## config.mk

```make
export PLATFORM = sky130hd
export DESIGN_NAME = npc_sequencer
export DESIGN_NICKNAME = d
export VERILOG_FILES = /design/src/rtl/npc_pkg.sv /design/src/rtl/npc_rst_sync.sv /design/src/rtl/npc_flow.sv /design/src/rtl/npc_trap_arb.sv /design/src/rtl/npc_pc_reg.sv /design/src/rtl/npc_sequencer.sv
export SDC_FILE = /design/constraint.sdc
export NUM_CORES = 1
export LEC_CHECK = 0
export CORE_MARGIN = 10
export CORE_UTILIZATION = 51
export CTS_CLUSTER_DIAMETER = 40
export DETAILED_ROUTE_END_ITERATION = 10
export DONT_BUFFER_PORTS = 1
export PLACE_DENSITY_LB_ADDON = 0.15
export SYNTH_ARGS = -nofsm -noshare
export SYNTH_HDL_FRONTEND = slang
export SYNTH_SLANG_ARGS = --single-unit
```

## constraint.sdc

```tcl
create_clock -name clk -period 2.35 [get_ports clk]
set_input_delay 0.1175 -clock clk [delete_from_list [all_inputs] [get_ports clk]]
set_output_delay 0.1175 -clock clk [all_outputs]
set_load 0.005 [all_outputs]
```

## src/rtl/npc_pkg.sv

```systemverilog
package npc_pkg;

  typedef enum logic [2:0] {
    OPC_SEQ  = 3'd0,
    OPC_SKZ  = 3'd1,
    OPC_SKN  = 3'd2,
    OPC_JR   = 3'd3,
    OPC_JMP  = 3'd4,
    OPC_LDIM = 3'd5,
    OPC_TRAP = 3'd6,
    OPC_RSVD = 3'd7
  } opc_e;

  localparam int unsigned OPC_W = 3;

endpackage

```

## src/rtl/npc_rst_sync.sv

```systemverilog
module npc_rst_sync #(
  parameter int unsigned STAGES = 2
) (
  input  logic clk,
  input  logic rst_n,
  output logic rst_sync_n
);

  logic [STAGES-1:0] sync_q;
  logic [STAGES-1:0] sync_d;

  always_comb begin
    sync_d = {sync_q[STAGES-2:0], 1'b1};
  end

  always_ff @(posedge clk or negedge rst_n) begin
    if (!rst_n) begin
      sync_q <= '0;
    end else begin
      sync_q <= sync_d;
    end
  end

  assign rst_sync_n = sync_q[STAGES-1];

endmodule

```

## src/rtl/npc_flow.sv

```systemverilog
module npc_flow
  import npc_pkg::*;
#(
  parameter int unsigned PC_W     = 15,
  parameter int unsigned DATA_W   = 16,
  parameter int unsigned LDIM_LEN = 2
) (
  input  logic [PC_W-1:0]   pc,
  input  logic [OPC_W-1:0]  op_class,
  input  logic [DATA_W-1:0] ra_val,
  input  logic [PC_W-1:0]   jmp_imm,
  input  logic              next_is_ldim,
  output logic [PC_W-1:0]   flow_pc,
  output logic              sw_trap
);

  localparam int unsigned DLT_W    = 2;
  localparam logic [DLT_W-1:0] DLT_ONE  = DLT_W'(1);
  localparam logic [DLT_W-1:0] DLT_SKIP = DLT_W'(2);
  localparam logic [DLT_W-1:0] DLT_LONG = DLT_W'(1 + LDIM_LEN);
  localparam logic [DLT_W-1:0] DLT_LDIM = DLT_W'(LDIM_LEN);

  opc_e             op;
  logic             ra_zero;
  logic             ra_neg;
  logic             skip_hit;
  logic [DLT_W-1:0] delta;
  logic [PC_W-1:0]  rel_pc;

  assign op      = opc_e'(op_class);
  assign ra_zero = (ra_val == '0);
  assign ra_neg  = ra_val[DATA_W-1];

  always_comb begin
    skip_hit = 1'b0;
    unique case (op)
      OPC_SKZ: skip_hit = ra_zero;
      OPC_SKN: skip_hit = ra_neg;
      default: skip_hit = 1'b0;
    endcase
  end

  always_comb begin
    delta = DLT_ONE;
    if (skip_hit) begin
      delta = next_is_ldim ? DLT_LONG : DLT_SKIP;
    end else if (op == OPC_LDIM) begin
      delta = DLT_LDIM;
    end
  end

  assign rel_pc = pc + PC_W'(delta);

  always_comb begin
    flow_pc = rel_pc;
    sw_trap = 1'b0;
    unique case (op)
      OPC_JR:   flow_pc = ra_val[PC_W-1:0];
      OPC_JMP:  flow_pc = jmp_imm;
      OPC_TRAP: sw_trap = 1'b1;
      default:  flow_pc = rel_pc;
    endcase
  end

endmodule

```

## src/rtl/npc_trap_arb.sv

```systemverilog
module npc_trap_arb #(
  parameter int unsigned PC_W   = 15,
  parameter int unsigned DATA_W = 16,
  parameter int unsigned VEC_SW = 1,
  parameter int unsigned VEC_UF = 2,
  parameter int unsigned VEC_OF = 3
) (
  input  logic              step_en,
  input  logic [PC_W-1:0]   pc,
  input  logic [PC_W-1:0]   flow_pc,
  input  logic              sw_trap,
  input  logic              stk_under,
  input  logic              stk_over,
  output logic [PC_W-1:0]   pc_next,
  output logic              trap_taken,
  output logic              r15_we,
  output logic [DATA_W-1:0] r15_wdata
);

  localparam logic [PC_W-1:0] V_SW = PC_W'(VEC_SW);
  localparam logic [PC_W-1:0] V_UF = PC_W'(VEC_UF);
  localparam logic [PC_W-1:0] V_OF = PC_W'(VEC_OF);
  localparam int unsigned     PAD_W = DATA_W - PC_W;

  logic            stk_any;
  logic [PC_W-1:0] ret_pc;

  assign stk_any = stk_under | stk_over;
  assign ret_pc  = pc + PC_W'(1);

  always_comb begin
    if (stk_under) begin
      pc_next = V_UF;
    end else if (stk_over) begin
      pc_next = V_OF;
    end else if (sw_trap) begin
      pc_next = V_SW;
    end else begin
      pc_next = flow_pc;
    end
  end

  assign trap_taken = step_en & (stk_any | sw_trap);
  assign r15_we     = step_en & sw_trap & ~stk_any;
  assign r15_wdata  = {{PAD_W{1'b0}}, ret_pc};

endmodule

```

## src/rtl/npc_pc_reg.sv

```systemverilog
module npc_pc_reg #(
  parameter int unsigned PC_W     = 15,
  parameter int unsigned RESET_PC = 0
) (
  input  logic            clk,
  input  logic            rst_n,
  input  logic            en,
  input  logic [PC_W-1:0] d,
  output logic [PC_W-1:0] q
);

  logic [PC_W-1:0] pc_d;

  always_comb begin
    pc_d = q;
    if (en) begin
      pc_d = d;
    end
  end

  always_ff @(posedge clk or negedge rst_n) begin
    if (!rst_n) begin
      q <= PC_W'(RESET_PC);
    end else begin
      q <= pc_d;
    end
  end

endmodule

```

## src/rtl/npc_sequencer.sv

```systemverilog
module npc_sequencer
  import npc_pkg::*;
#(
  parameter int unsigned PC_W     = 15,
  parameter int unsigned DATA_W   = 16,
  parameter int unsigned LDIM_LEN = 2,
  parameter int unsigned SYNC_STG = 2
) (
  input  logic              clk,
  input  logic              rst_n,
  input  logic              step_en,
  input  logic [2:0]        op_class,
  input  logic [15:0]       ra_val,
  input  logic [14:0]       jmp_imm,
  input  logic              next_is_ldim,
  input  logic              stk_under,
  input  logic              stk_over,
  output logic [14:0]       pc,
  output logic [14:0]       pc_next,
  output logic              r15_we,
  output logic [15:0]       r15_wdata,
  output logic              trap_taken
);

  logic            rst_core_n;
  logic [PC_W-1:0] flow_pc;
  logic            sw_trap;

  npc_rst_sync #(.STAGES(SYNC_STG)) u_rst (
    .clk        (clk),
    .rst_n      (rst_n),
    .rst_sync_n (rst_core_n)
  );

  npc_flow #(.PC_W(PC_W), .DATA_W(DATA_W), .LDIM_LEN(LDIM_LEN)) u_flow (
    .pc           (pc),
    .op_class     (op_class),
    .ra_val       (ra_val),
    .jmp_imm      (jmp_imm),
    .next_is_ldim (next_is_ldim),
    .flow_pc      (flow_pc),
    .sw_trap      (sw_trap)
  );

  npc_trap_arb #(.PC_W(PC_W), .DATA_W(DATA_W)) u_arb (
    .step_en    (step_en),
    .pc         (pc),
    .flow_pc    (flow_pc),
    .sw_trap    (sw_trap),
    .stk_under  (stk_under),
    .stk_over   (stk_over),
    .pc_next    (pc_next),
    .trap_taken (trap_taken),
    .r15_we     (r15_we),
    .r15_wdata  (r15_wdata)
  );

  npc_pc_reg #(.PC_W(PC_W), .RESET_PC(0)) u_pc (
    .clk   (clk),
    .rst_n (rst_core_n),
    .en    (step_en),
    .d     (pc_next),
    .q     (pc)
  );

endmodule

```

==> impl_metrics.csv, run 1 <==
group,metric,value,unit
run_status,violations,"negative setup slack",
synthesis,synth_top_family_by_area,"simple AND/OR/NAND/NOR gates",
synthesis,synth_seq_cells,17,
setup_path,critPathTopFamily,"simple AND/OR/NAND/NOR gates",
finish,fin_area,2315,um2
synthesis,synthArstFlopShare,1.000,
route,wl_per_cell,22.90,um
job,drv_cap,0,
global_routing,grt_overflow,0,
timing,fin_crit,2.472,ns
synthesis,netlist_instances,254,
route,detail-route-antenna-nets,0,
route,firstDrtPassIters,4,
synthesis,synth_fp_nets,298,
setup_path,path_buf_inv,2,
setup_path,cp-start-kind,"primary input",
setup_path,cp_slowest_cell,"a2111oi_2",
finish,final_core_util,0.6229,
setup_path,worstPathRequired,2.23,ns
cts,clockBufferDepth,2,
cts,root_buffer,"clkbuf_8",
cts,cts_sinks,17,
synthesis,synth-compound-area-share,0.1984,
placed_design,globalplace.congestion,0.9295,
run_status,status,"finished, violations left",
finish,antennaDiodeCount,0,
placed_design,dpl_cell_area,2097,um2
die,ioPinCount,88,
setup_path,crit_fanout,3,
synthesis,avgSynthCellArea,7.872,um2
global_routing,grt_max_degree,25,
die,start_util,0.5380,
global_routing,grt_pass1_vias,1928,
finish,final_cell_mix,"nor2_1 (21), nand2_1 (19), buf_4 (19), dfrtp_1 (17), xnor2_1 (13)",
finish,drive_gt1_frac,0.2829,
placed_design,dp_hpwl,5216,um
setup_path,critPathMostFrequentCell,"nor4_4",
die,rows,22,
route,remaining_drc_errors,0,
power,p_seq_frac,0.398,
global_routing,grt_usage,0.1966,
synthesis,synth-edff-count,0,
synthesis,synth_mux_area_frac,0.01627,
cts,htreeDepth,1,
setup_path,critPathMaxStageDelay,0.36,ns
cts,cts_tree,"yes",
timing,setup_ws,-0.1218,ns
worst_hold_path,worstHoldPathType,"primary input to flip-flop",
timing,fmax,404.6,MHz
timing,maxSlewHeadroom,0.4617,
synthesis,synth_xor_area_frac,0.08323,
timing,setup_viol,7,
finish,layout_commonest_cell,"nor2_1",
power,ir_drop,0.0002848,V
power,power_leakage,0.9073,nW
route,route.detailed.vias_per_inst,6.484,
synthesis,ys.warnings.count,0,
setup_path,crit_type,"primary input to output pin",
power,clock_power_share,0.257,
finish,area_delta_synth_final,15.77,%
placed_design,port_buffers,0,
power,intPower,580.9,uW
timing,clock_skew,0.004214,ns
setup_path,worstSetupEndpointType,"output pin",
synthesis,synth_simple_gate_area_share,0.3692,
placed_design,pre_cts_slack,-0.3899,ns
die,die_h,82.62,um
timing,min_period_over_period,1.052,
power,pwr-share-comb,0.345,
power,power_density,401.2,nW/um2
power,swShare,0.3745,
route,drtIter0Drc,167,
synthesis,synthesis.area,1999,um2
cts,cts_buffers,3,
cts,clock_latency,0.26,ns
global_routing,grt_pass1_wl,10430,um
power,p_switching,347.8,uW
die,die-area,6825,um2
timing,maxSlewViolCount,0,
global_routing,antenna_found_initial,0,
cts,clkTransAtPathRegs,0.07,ns
synthesis,ys_seq_area_frac,0.2128,
timing,hold_viol_final,0,
setup_path,worstPathCellList,"nor4_4 -> nand4_1 -> nor4_4 -> a21oi_1 -> ha_2 -> inv_2 -> fa_2 -> nand3b_1 -> nor2_2 -> xnor2_1 -> a2111oi_2 -> buf_4",
route,vias,1984,
finish,layout.nets,303,
die,chipWidth,82.62,um
synthesis,synthAdderAreaFrac,0.02879,
setup_path,arrival,2.35,ns
synthesis,ys.flop_type,"dfrtp_1",
die,coreArea,3716,um2
route,wirelength,7007,um
timing,worst_pin_slew,0.8074,ns
synthesis,synthDistinctLibCells,63,
timing,rsz0062_at_grt,"true",
finish,fin_cells,306,
placed_design,dp_cells,299,
[area by class of cell]
| class | count | area (um2) |
|---|---|---|
| Multi-Input combinational cell | 204 | 1554 |
| Timing Repair Buffer | 24 | 196.4 |
| Tap cell | 48 | 60.06 |
| Sequential cell | 17 | 425.4 |
| Fill cell | 337 | 1401 |
| Clock buffer | 4 | 45.04 |
| Inverter | 9 | 33.78 |
[worst paths after layout]
| check | depth (start not counted) | slack, ns | from | end |
|---|---|---|---|---|
| worst min-delay path | 2 | 0.01 | step_en | u_pc.q[1] |
| max in group asynchronous | 0 | 1.59 | u_rst.sync_q[1] | u_pc.q[0] |
| worst max-delay path | 12 | -0.12 | ra_val[15] | pc_next[8] |
| worst max register to register | 9 | 0.31 | u_pc.q[0] | u_pc.q[4] |
| worst min register to register | 0 | 0.30 | u_rst.sync_q[1] | u_pc.q[5] |
| min in group asynchronous | 1 | 0.08 | rst_n | u_rst.sync_q[0] |
[power by group through the flow]
stage	Sequential [mW]	Combinational (mW)	Clock, mW
floorplan	0.343	0.245	0
CTS	0.369	0.295	0.235
global route	0.376	0.354	0.248
finish	0.370	0.320	0.239
detailed placement	0.375	0.286	0
global placement	0.374	0.283	0
[routing by layer]
layer | GRT usage | wire [um]
met1 | 0.2666 | 2860
met2 | 0.3048 | 3208
met3 | 0.05724 | 867
met4 | 0.03512 | 70
met5 | 0 | 0
[cells in the mapped netlist (all sizes together), types with 4 or more instances]
cell / instances / area share
a2111oi: 6 / 0.033
a21oi: 12 / 0.032
and3: 6 / 0.019
and4: 7 / 0.031
buf: 18 / 0.059
clkbuf: 6 / 0.012
dfrtp: 17 / 0.21
inv: 9 / 0.017
nand2: 20 / 0.041
nand3: 6 / 0.018
nand3b: 6 / 0.024
nand4: 7 / 0.028
nor2: 27 / 0.053
nor3: 21 / 0.060
nor4: 13 / 0.050
o21ai: 4 / 0.010
o22a: 6 / 0.026
xnor2: 14 / 0.061
xor2: 5 / 0.022
[metrics by stage]
stage	total power [mW]	setup TNS, ns	hold WS (ns)
after global placement	0.6576	-5.040	-0.1780
after floorplan	0.5886	0	-0.1781
after global routing	0.9781	-1.542	0.02372
after CTS	0.8996	-0.1583	0.01111
after detailed placement	0.6611	-6.372	-0.1780
final	0.9287	-0.3917	0.01358
[logic make-up after synthesis]
family,after synthesis
DFF,17
adders and majority gates,4
AOI/OAI and AO/OA,51
xor gates and xnor gates,19
other,2
buffers and inverters,33
muxes,3
and+or+nand+nor,125
[timing repair]
item | in CTS | in global routing
setup buffers | 0 | 1
hold buffers | 2 | 0
pin swaps | 3 | 4
endpoints found under the setup margin | 19 | 11
hold endpoints to repair | 6 | 0
resized for setup | 8 | 21
[state kept, by name, indices dropped and copies added (netlist names)]
register and cells:
u_rst.sync_q 2, u_pc.q 15
No activity file was read; power rests on OpenSTA's default activity.
==> inputs of run 2 (changes only) <==
==> constraint.sdc (replaced) <==
create_clock -name clk -period 2.35 [get_ports clk]
set_input_delay 0.1175 -clock clk [delete_from_list [all_inputs] [get_ports clk]]
set_output_delay 0.1175 -clock clk [all_outputs]
set_load 0.1 [all_outputs]
==> impl_metrics.csv, run 2 (synthesis results as in run 1) <==
group,metric,value,unit
power,p_seq_frac,0.220,
setup_path,critPathTopFamily,"simple AND/OR/NAND/NOR gates",
die,start_util,0.5380,
run_status,status,"finished, violations left",
job,drv_cap,0,
worst_hold_path,hold_start,"step_en",
finish,fill_cells,138,
timing,min_period_over_period,1.128,
setup_path,critPathMostFrequentCell,"a21oi_4",
setup_path,r2r-start,"u_pc.q[0]",
route,remaining_drc_errors,0,
timing,fmax,377.3,MHz
placed_design,dpl_cell_area,3083,um2
placed_design,pre_cts_slack,-0.3754,ns
finish,largest_reg_flops,15,
finish,antennaDiodeCount,0,
cts,cts_buffers,3,
route,wl_met1,3378,um
setup_path,worstPathCellList,"nor4b_4 -> nand4_1 -> nor4_4 -> or2_2 -> ha_1 -> a21oi_4 -> buf_4 -> nor4_2 -> xnor2_1 -> a21oi_4 -> buf_12",
setup_path,crit_fanout,4,
power,clock_power_share,0.142,
power,swShare,0.5530,
cts,clock_latency,0.26,ns
worst_hold_path,hold_path_end,"u_pc.q[1]",
finish,fin_area,3408,um2
timing,maxSlewHeadroom,0.5026,
global_routing,grt_pass1_vias,2607,
cts,htreeDepth,1,
finish,layout_commonest_cell,"buf_4",
route,wirelength,10820,um
setup_path,critical_path_depth,11,
setup_path,cp_slowest_cell,"nor4_2",
route,drtIter0Drc,449,
setup_path,critPathMaxStageDelay,0.32,ns
setup_path,worst-r2r-setup-slack,0.08,ns
route,wl_met2,4976,um
global_routing,grt_usage,0.2697,
route,wl_per_cell,31.19,um
power,power_density,494.8,nW/um2
route,vias,2690,
die,rows,22,
timing,rsz0062_at_grt,"true",
placed_design,globalplace.congestion,0.8820,
route,firstDrtPassIters,6,
global_routing,grt_max_degree,25,
finish,reg_top3,"u_pc.q (15), u_rst.sync_q (2)",
timing,fin_tns_setup,-3.287,ns
timing,fin_crit,2.650,ns
placed_design,dp_hpwl,6160,um
route,routed.top_layer,"met4",
worst_hold_path,hold_depth,2,
die,die_h,82.62,um
setup_path,worstSetupEndpointType,"output pin",
run_status,violations,"negative setup slack",
cts,clockBufferDepth,2,
timing,setup_viol,16,
setup_path,cp-start-kind,"primary input",
global_routing,grt_pass1_wl,14210,um
setup_path,arrival,2.53,ns
die,die-area,6825,um2
finish,area_delta_synth_final,70.46,%
setup_path,path_buf_inv,2,
power,ir_drop,0.0002653,V
finish,final_cell_mix,"buf_4 (38), nor2_1 (21), buf_12 (20), nand2_1 (17), nor3_4 (10)",
cts,cts_sinks,17,
global_routing,antenna_found_initial,0,
power,p_switching,932.6,uW
setup_path,worstPathRequired,2.23,ns
placed_design,port_buffers,0,
finish,drive_gt1_frac,0.5385,
power,intPower,753.8,uW
cts,root_buffer,"clkbuf_8",
setup_path,reg2reg_to,"u_pc.q[4]",
timing,maxSlewViolCount,0,
power,power_leakage,1.326,nW
route,met3_length,1678,um
finish,layout.nets,344,
power,pwr-share-comb,0.638,
timing,worst_pin_slew,0.7461,ns
finish,fin_cells,347,
cts,cts_tree,"yes",
route,detail-route-antenna-nets,0,
worst_hold_path,worstHoldPathType,"primary input to flip-flop",
finish,max_flop_register,"u_pc.q",
timing,clock_skew,0.01459,ns
finish,final_core_util,0.9172,
timing,setup_ws,-0.3005,ns
global_routing,grt_overflow,0,
route,route.detailed.vias_per_inst,7.752,
die,ioPinCount,88,
setup_path,crit_type,"primary input to output pin",
placed_design,dp_cells,337,
timing,hold_viol_final,0,
setup_path,ff2ff_path_depth,9,
die,coreArea,3716,um2
cts,clkTransAtPathRegs,0.07,ns
die,chipWidth,82.62,um
## run 2: what timing repair did
item,4_1_cts,5_1_grt
hold endpoints to repair,6,0
buffers inserted,0,4
pin swaps,10,8
endpoints found under the setup margin,20,24
hold buffers,2,0
gates resized for setup,22,21
## run 2: power groups by stage
stage / sequential (mW) / combinational, mW / clock (mW)
after floorplan: 0.499 / 0.627 / 0
after global placement: 0.362 / 0.972 / 0
after detailed placement: 0.366 / 0.987 / 0
after CTS: 0.362 / 1.01 / 0.224
after global routing: 0.372 / 1.10 / 0.254
final: 0.371 / 1.08 / 0.240
## run 2: final cells by class
class                           instances  area, um2  area share
Multi-Input combinational cell        204       2022      0.5932
Timing Repair Buffer                   65      795.8      0.2335
Sequential cell                        17      451.7      0.1325
Tap cell                               48      60.06     0.01762
Clock buffer                            4      45.04     0.01322
Inverter                                9      33.78    0.009912
## run 2: worst max-delay path by stage
stage,start,to,slack [ns]
6_report,ra_val[5],pc_next[11],-0.30
5_1_grt,ra_val[5],pc_next[9],-0.37
4_1_cts,u_pc.q[0],pc_next[8],-0.16
3_5_place_dp,ra_val[6],pc_next[8],-0.38
3_3_place_gp,ra_val[15],pc_next[8],-0.31
2_1_floorplan,op_class[2],pc_next[8],-0.87
## run 2: routing by layer
layer	GRT usage	vias to the layer above
met2	0.4650	324
met3	0.09719	111
li1	-	1022
met1	0.2906	1233
met4	0.1204	0
met5	0	-
## run 2: through the flow
step | hold WS, ns | power (mW)
final | 0.02569 | 1.686
after global routing | 0.02434 | 1.729
after CTS | 0.01481 | 1.594
after detailed placement | -0.1780 | 1.353
after global placement | -0.1780 | 1.334
after floorplan | -0.1781 | 1.125
